<file path="config.mk">
export PLATFORM = sky130hd
export DESIGN_NAME = gpio_dual_bank
export DESIGN_NICKNAME = d
export VERILOG_FILES = /design/src/rtl/gpio_dual_bank_pkg.sv /design/src/rtl/gpio_sync2.sv /design/src/rtl/gpio_bank.sv /design/src/rtl/gpio_dual_bank.sv
export SDC_FILE = /design/constraint.sdc
export NUM_CORES = 1
export LEC_CHECK = 0
export BUFFER_PORTS_ARGS = -buffer_cell sky130_fd_sc_hd__buf_4
export CORE_MARGIN = 2
export CORE_UTILIZATION = 55
export DETAILED_ROUTE_END_ITERATION = 10
export PLACE_DENSITY = 0.76
export SLEW_MARGIN = 20
export SYNTH_ARGS = -nofsm -noshare
export SYNTH_HDL_FRONTEND = slang
export SYNTH_SLANG_ARGS = --single-unit
</file>
<file path="constraint.sdc">
create_clock -name clk -period 1.76 [get_ports clk]
set_input_delay 0.176 -clock clk [delete_from_list [all_inputs] [get_ports clk]]
set_output_delay 0.176 -clock clk [all_outputs]
set_load 0.05 [all_outputs]
</file>
<file path="src/rtl/gpio_dual_bank_pkg.sv">
package gpio_dual_bank_pkg;
  localparam int unsigned LINES = 32;
  localparam int unsigned IDX_W = 4;

  typedef enum logic [IDX_W-1:0] {
    IDX_DOUT   = 4'd0,
    IDX_DIR    = 4'd1,
    IDX_POL    = 4'd2,
    IDX_MASK   = 4'd3,
    IDX_FLAG   = 4'd4,
    IDX_PIN    = 4'd5,
    IDX_PINMIR = 4'd6,
    IDX_OWNER  = 4'd7,
    IDX_AUX    = 4'd8
  } reg_idx_e;

  // Lines whose synchronized level equals their polarity and are owned
  function automatic logic [LINES-1:0] level_hits(input logic [LINES-1:0] lvl,
                                                  input logic [LINES-1:0] pol,
                                                  input logic [LINES-1:0] owned);
    return owned & ~(lvl ^ pol);
  endfunction

  // Next flag state: set beats clear when both hit the same line
  function automatic logic [LINES-1:0] flag_next(input logic [LINES-1:0] cur,
                                                 input logic [LINES-1:0] clr,
                                                 input logic [LINES-1:0] set);
    return (cur & ~clr) | set;
  endfunction

  function automatic logic pending(input logic [LINES-1:0] flag,
                                   input logic [LINES-1:0] mask);
    return |(flag & mask);
  endfunction
endpackage

</file>
<file path="src/rtl/gpio_sync2.sv">
module gpio_sync2 #(
  parameter int unsigned W = 32
) (
  input  logic         clk,
  input  logic         rst_n,
  input  logic [W-1:0] d,
  output logic [W-1:0] q
);
  logic [W-1:0] stage1;

  always_ff @(posedge clk or negedge rst_n) begin
    if (!rst_n) begin
      stage1 <= '0;
      q      <= '0;
    end else begin
      stage1 <= d;
      q      <= stage1;
    end
  end
endmodule

</file>
<file path="src/rtl/gpio_bank.sv">
module gpio_bank
  import gpio_dual_bank_pkg::*;
#(
  parameter int unsigned W         = LINES,
  parameter bit          HAS_OWNER = 1'b0
) (
  input  logic             clk,
  input  logic             rst_n,
  input  logic             sel,
  input  logic             wr,
  input  logic [IDX_W-1:0] idx,
  input  logic [W-1:0]     wdata,
  output logic [W-1:0]     rdata,
  input  logic [W-1:0]     lvl,
  input  logic [W-1:0]     owned,
  output logic [W-1:0]     dout_q,
  output logic [W-1:0]     dir_q,
  output logic [W-1:0]     flag_q,
  output logic [W-1:0]     mask_q,
  output logic [W-1:0]     set_v,
  output logic [W-1:0]     own_q,
  output logic             irq
);
  logic [W-1:0] pol_q;
  logic [W-1:0] aux_q;
  logic [W-1:0] clr_v;
  logic         wen;

  assign wen   = sel && wr;
  assign set_v = level_hits(lvl, pol_q, owned);
  assign clr_v = (wen && idx == IDX_FLAG) ? wdata : '0;
  assign irq   = pending(flag_q, mask_q);

  always_ff @(posedge clk or negedge rst_n) begin
    if (!rst_n) begin
      dout_q <= '0;
      dir_q  <= '0;
      pol_q  <= '0;
      mask_q <= '0;
      flag_q <= '0;
    end else begin
      flag_q <= flag_next(flag_q, clr_v, set_v);
      if (wen) begin
        case (idx)
          IDX_DOUT: dout_q <= wdata;
          IDX_DIR:  dir_q  <= wdata;
          IDX_POL:  pol_q  <= wdata;
          IDX_MASK: mask_q <= wdata;
          default:  ;
        endcase
      end
    end
  end

  generate
    if (HAS_OWNER) begin : g_owner
      always_ff @(posedge clk or negedge rst_n) begin
        if (!rst_n) begin
          own_q <= '1;
          aux_q <= '0;
        end else if (wen) begin
          if (idx == IDX_OWNER) own_q <= wdata;
          if (idx == IDX_AUX)   aux_q <= wdata;
        end
      end
    end else begin : g_plain
      assign own_q = '1;
      assign aux_q = '0;
    end
  endgenerate

  always_comb begin
    rdata = '0;
    case (idx)
      IDX_DOUT:   rdata = dout_q;
      IDX_DIR:    rdata = dir_q;
      IDX_POL:    rdata = pol_q;
      IDX_MASK:   rdata = mask_q;
      IDX_FLAG:   rdata = flag_q;
      IDX_PIN:    rdata = lvl;
      IDX_PINMIR: rdata = lvl;
      IDX_OWNER:  rdata = HAS_OWNER ? own_q : '0;
      IDX_AUX:    rdata = aux_q;
      default:    rdata = '0;
    endcase
  end
endmodule

</file>
<file path="src/rtl/gpio_dual_bank.sv">
module gpio_dual_bank
  import gpio_dual_bank_pkg::*;
(
  input  logic             clk,
  input  logic             rst_n,
  input  logic             a_sel,
  input  logic             a_wr,
  input  logic [IDX_W-1:0] a_idx,
  input  logic [31:0]      a_wdata,
  output logic [31:0]      a_rdata,
  input  logic             b_sel,
  input  logic             b_wr,
  input  logic [IDX_W-1:0] b_idx,
  input  logic [31:0]      b_wdata,
  output logic [31:0]      b_rdata,
  input  logic [31:0]      pad_in,
  output logic [31:0]      pad_out,
  output logic [31:0]      pad_oe,
  output logic             a_irq,
  output logic             b_irq
);
  // Named internal events, visible to the bound checker
  logic [LINES-1:0] lvl_sync;
  logic [LINES-1:0] owner;
  logic [LINES-1:0] a_dout, a_dir, a_flag, a_mask, a_set, a_own;
  logic [LINES-1:0] b_dout, b_dir, b_flag, b_mask, b_set, b_own;

  gpio_sync2 #(.W(LINES)) u_sync (
    .clk(clk), .rst_n(rst_n), .d(pad_in), .q(lvl_sync)
  );

  assign owner = a_own & b_own;

  gpio_bank #(.W(LINES), .HAS_OWNER(1'b0)) u_bank_a (
    .clk(clk), .rst_n(rst_n), .sel(a_sel), .wr(a_wr), .idx(a_idx),
    .wdata(a_wdata), .rdata(a_rdata), .lvl(lvl_sync), .owned(owner),
    .dout_q(a_dout), .dir_q(a_dir), .flag_q(a_flag), .mask_q(a_mask),
    .set_v(a_set), .own_q(a_own), .irq(a_irq)
  );

  gpio_bank #(.W(LINES), .HAS_OWNER(1'b1)) u_bank_b (
    .clk(clk), .rst_n(rst_n), .sel(b_sel), .wr(b_wr), .idx(b_idx),
    .wdata(b_wdata), .rdata(b_rdata), .lvl(lvl_sync), .owned(~owner),
    .dout_q(b_dout), .dir_q(b_dir), .flag_q(b_flag), .mask_q(b_mask),
    .set_v(b_set), .own_q(b_own), .irq(b_irq)
  );

  assign pad_out = (owner & a_dout) | (~owner & b_dout);
  assign pad_oe  = (owner & a_dir)  | (~owner & b_dir);
endmodule

</file>
==> metrics.csv <==
metric,value,unit
syn2layout_area_growth,41.67,%
status,finished with violations,
drt_iter0_drc,1844,
critical_path_class,flip-flop to output port,
num_vias,17264,
syn_area_per_cell,13.26,sq um
maxSlewViolCount,0,
p_seq_share,40.5,%
tightest_slew,0.5101,ns
end_kind,output port,
core_area,36790,sq um
setup_viol,130,
finalCritPeriodShare,142.3,%
crit_required,1.58,ns
worstPathMaxFanout,2,
dpl_cell_area,24590,sq um
vias_per_cell,6.485,
final.setup.tns,-25.85,ns
design_area,29180,sq um
violations,negative setup slack,
dieArea,39010,sq um
r2r_cells,3,
rsz0062_at_grt,true,
fmax,0.3992,GHz
initial_core_util,55.98,%
dieWidth,197.5,um
share_comb_of_total_power,30.3,%
worstPathArrival,2.33,ns
dieHeight,197.5,um
yosysWarningCount,0,
grt_usage,38.71,%
fp-row-count,70,
post_drt_wl_per_cell,28.32,um
clk_latency,0.58,ns
clk_pin_slew,0.06,ns
worstSetupStartpointType,flip-flop,
grt_pass1_vias,18202,
holdCritPathClass,primary input to async pin,
cts_made_buffers,47,
power_switching,11.15,mW
regToRegStartpoint,u_sync.q[26],
root_buffer,clkbuf_16,
setup_slack,-0.7453,ns
synth.distinct_cells,43,
antenna_found_initial,6,
relSlewSlack,65.99,%
synth-seq-area-share,54.63,%
firstDrtPassIters,6,
synth_nets,1663,
peakVddDrop,0.001009,V
routed_wl,75.39,mm
fin_skew,0.01104,ns
synthCells,1553,
drv_cap,0,
pin_count,240,
detailed_place_hpwl,48.39,mm
drc,0,
pwr-share-clk,29.2,%
syn_area,20590,sq um
p_int,22.98,mW
postRouteAntennaNets,0,
clock_path_buffers,3,
clock-sinks,448,
grt_overflow_total,0,
power.leakage,13.30,nW
fin_nets,2266,
place_congestion,0.9375,
powerDensity,1170,nW/um^2
swShare,32.68,%
finalCriticalPeriod,2.505,ns
ys_ff_latch,448,
hold_violations,0,
portBuffers,239,
grt_max_degree,81,
grt_pass1_wl,112.1,mm
crit_path_start,u_bank_a.mask_q[21],
cts_tree,built,
drive_above_1_share,51.76,%
h-tree-depth,2,
worst paths after layout:
check,end,slack [ns]
worst min-delay path,u_sync.q[30],0.08
max in group asynchronous,u_bank_b.own_q[8],0.81
min in group clk,u_sync.stage1[5],0.23
worst max-delay path,a_irq,-0.75
worst max register to register,u_bank_b.flag_q[26],0.63
worst min register to register,u_sync.q[16],0.34
power groups by stage:
stage | clock, mW | combinational [mW] | sequential, mW
finish | 9.95 | 10.3 | 13.8
global route | 10.4 | 10.8 | 14.0
CTS | 9.95 | 9.96 | 13.7
detailed placement | 0 | 8.10 | 13.9
global placement | 0 | 7.96 | 13.7
floorplan | 0 | 5.20 | 13.2
what timing repair did:
item | in CTS | in global routing
gates resized for setup | 297 | 47
setup endpoints to repair | 130 | 130
hold endpoints to repair | 730 | 0
hold buffers | 97 | 0
pin swaps | 78 | 33
buffers inserted | 86 | 20
synthesized netlist by cell type (all sizes together):
cell type	number	area [sq um]
dfrtp	416	10410
mux2	416	4685
nand2	142	533.0
a22oi	97	728.2
buf	52	330.3
a22o	48	420.4
clkbuf	41	158.9
a222oi	37	370.4
mux2i	35	350.3
xnor2	33	289.0
dfstp	32	840.8
o2bb2ai	32	280.3
xor2	32	280.3
nand3	27	135.1
nor2	24	108.9
nand4	23	143.9
a221oi	19	166.4
and3	9	56.30
o21ai	8	40.04
a2bb2oi	7	61.31
nor2b	3	26.27
nor4b	3	47.54
a21oi	2	10.01
and2	2	12.51
nand2b	2	12.51
nor3b	2	20.02
nor4	2	25.02
or3	2	12.51
or4	2	15.01
inv	1	3.750
nor3	1	10.01
o21ba	1	10.01
layer usage:
layer,global-route usage (%),up-vias,wire [um]
li1,-,7035,-
met1,50.63,8845,29070
met2,60.93,1105,35210
met3,8.827,273,7424
met4,19.60,6,3629
met5,0,-,45
final cells by class:
class,count,area [sq um]
inverter,1,3.754
clock inverter,12,117.6
fill,2034,7610
tap,468,585.6
clock buffer,72,1390
timing repair buffer,647,6166
antenna,3,7.507
sequential,448,11260
multi-input combinational,1011,9643
cells by family after synthesis:
group           count (synthesis)  synth area share (%)
mux                           451                 24.45
flops                         448                 54.63
compound gates                251                 10.13
simple gates                  244                 5.626
buf+inv                        94                 2.394
xor+xnor                       65                 2.764
stage by stage:
step           setup slack, ns  hold WS (ns)  instances  util (%)  total power [mW]
6_report               -0.7453       0.07784       2662     79.31             34.13
5_1_grt                -0.7562       0.09632       2661     79.31             35.09
4_1_cts                -0.7212       0.05922       2642     78.38             33.59
3_5_place_dp           -0.2545       0.06881       2380     66.86             21.95
3_3_place_gp           -0.2504       0.06753       2380     66.86             21.69
2_1_floorplan          -0.1124       -0.1196       1553         -             18.44
layout by cell type (no fill, tap or decap), types with 19 or more instances in the layout:
cell type	n
nor2_1	21
mux2_4	75
buf_4	364
dfstp_2	32
o2bb2ai_1	32
buf_6	128
nand2_2	32
dfrtp_1	407
xor2_1	32
a22oi_1	79
mux2i_1	29
buf_12	30
mux2_2	284
buf_8	28
nand2_1	110
dlygate4sd3_1	97
a222oi_1	37
a221oi_2	19
clkbuf_16	47
xnor2_1	33
nand4_1	23
mux2_1	57
a22o_1	48
critical path, cell delays in order (launching register included):
cell	delay (ns)
dfrtp_1	0.43
a22oi_2	0.24
buf_4	0.17
nand4_1	0.20
or4_4	0.52
buf_8	0.18
flip-flops by register name, indices dropped and copies added, names as in the netlist:
register,flops
u_bank_b.flag_q,32
u_sync.stage1,32
u_bank_a.flag_q,32
u_sync.q,32
u_bank_a.mask_q,32
u_bank_b.dir_q,32
u_bank_a.dout_q,32
u_bank_a.pol_q,32
u_bank_b.own_q,32
u_bank_a.dir_q,32
u_bank_b.mask_q,32
u_bank_b.aux_q,32
u_bank_b.dout_q,32
u_bank_b.pol_q,32
(Power assumes the default switching activity.)
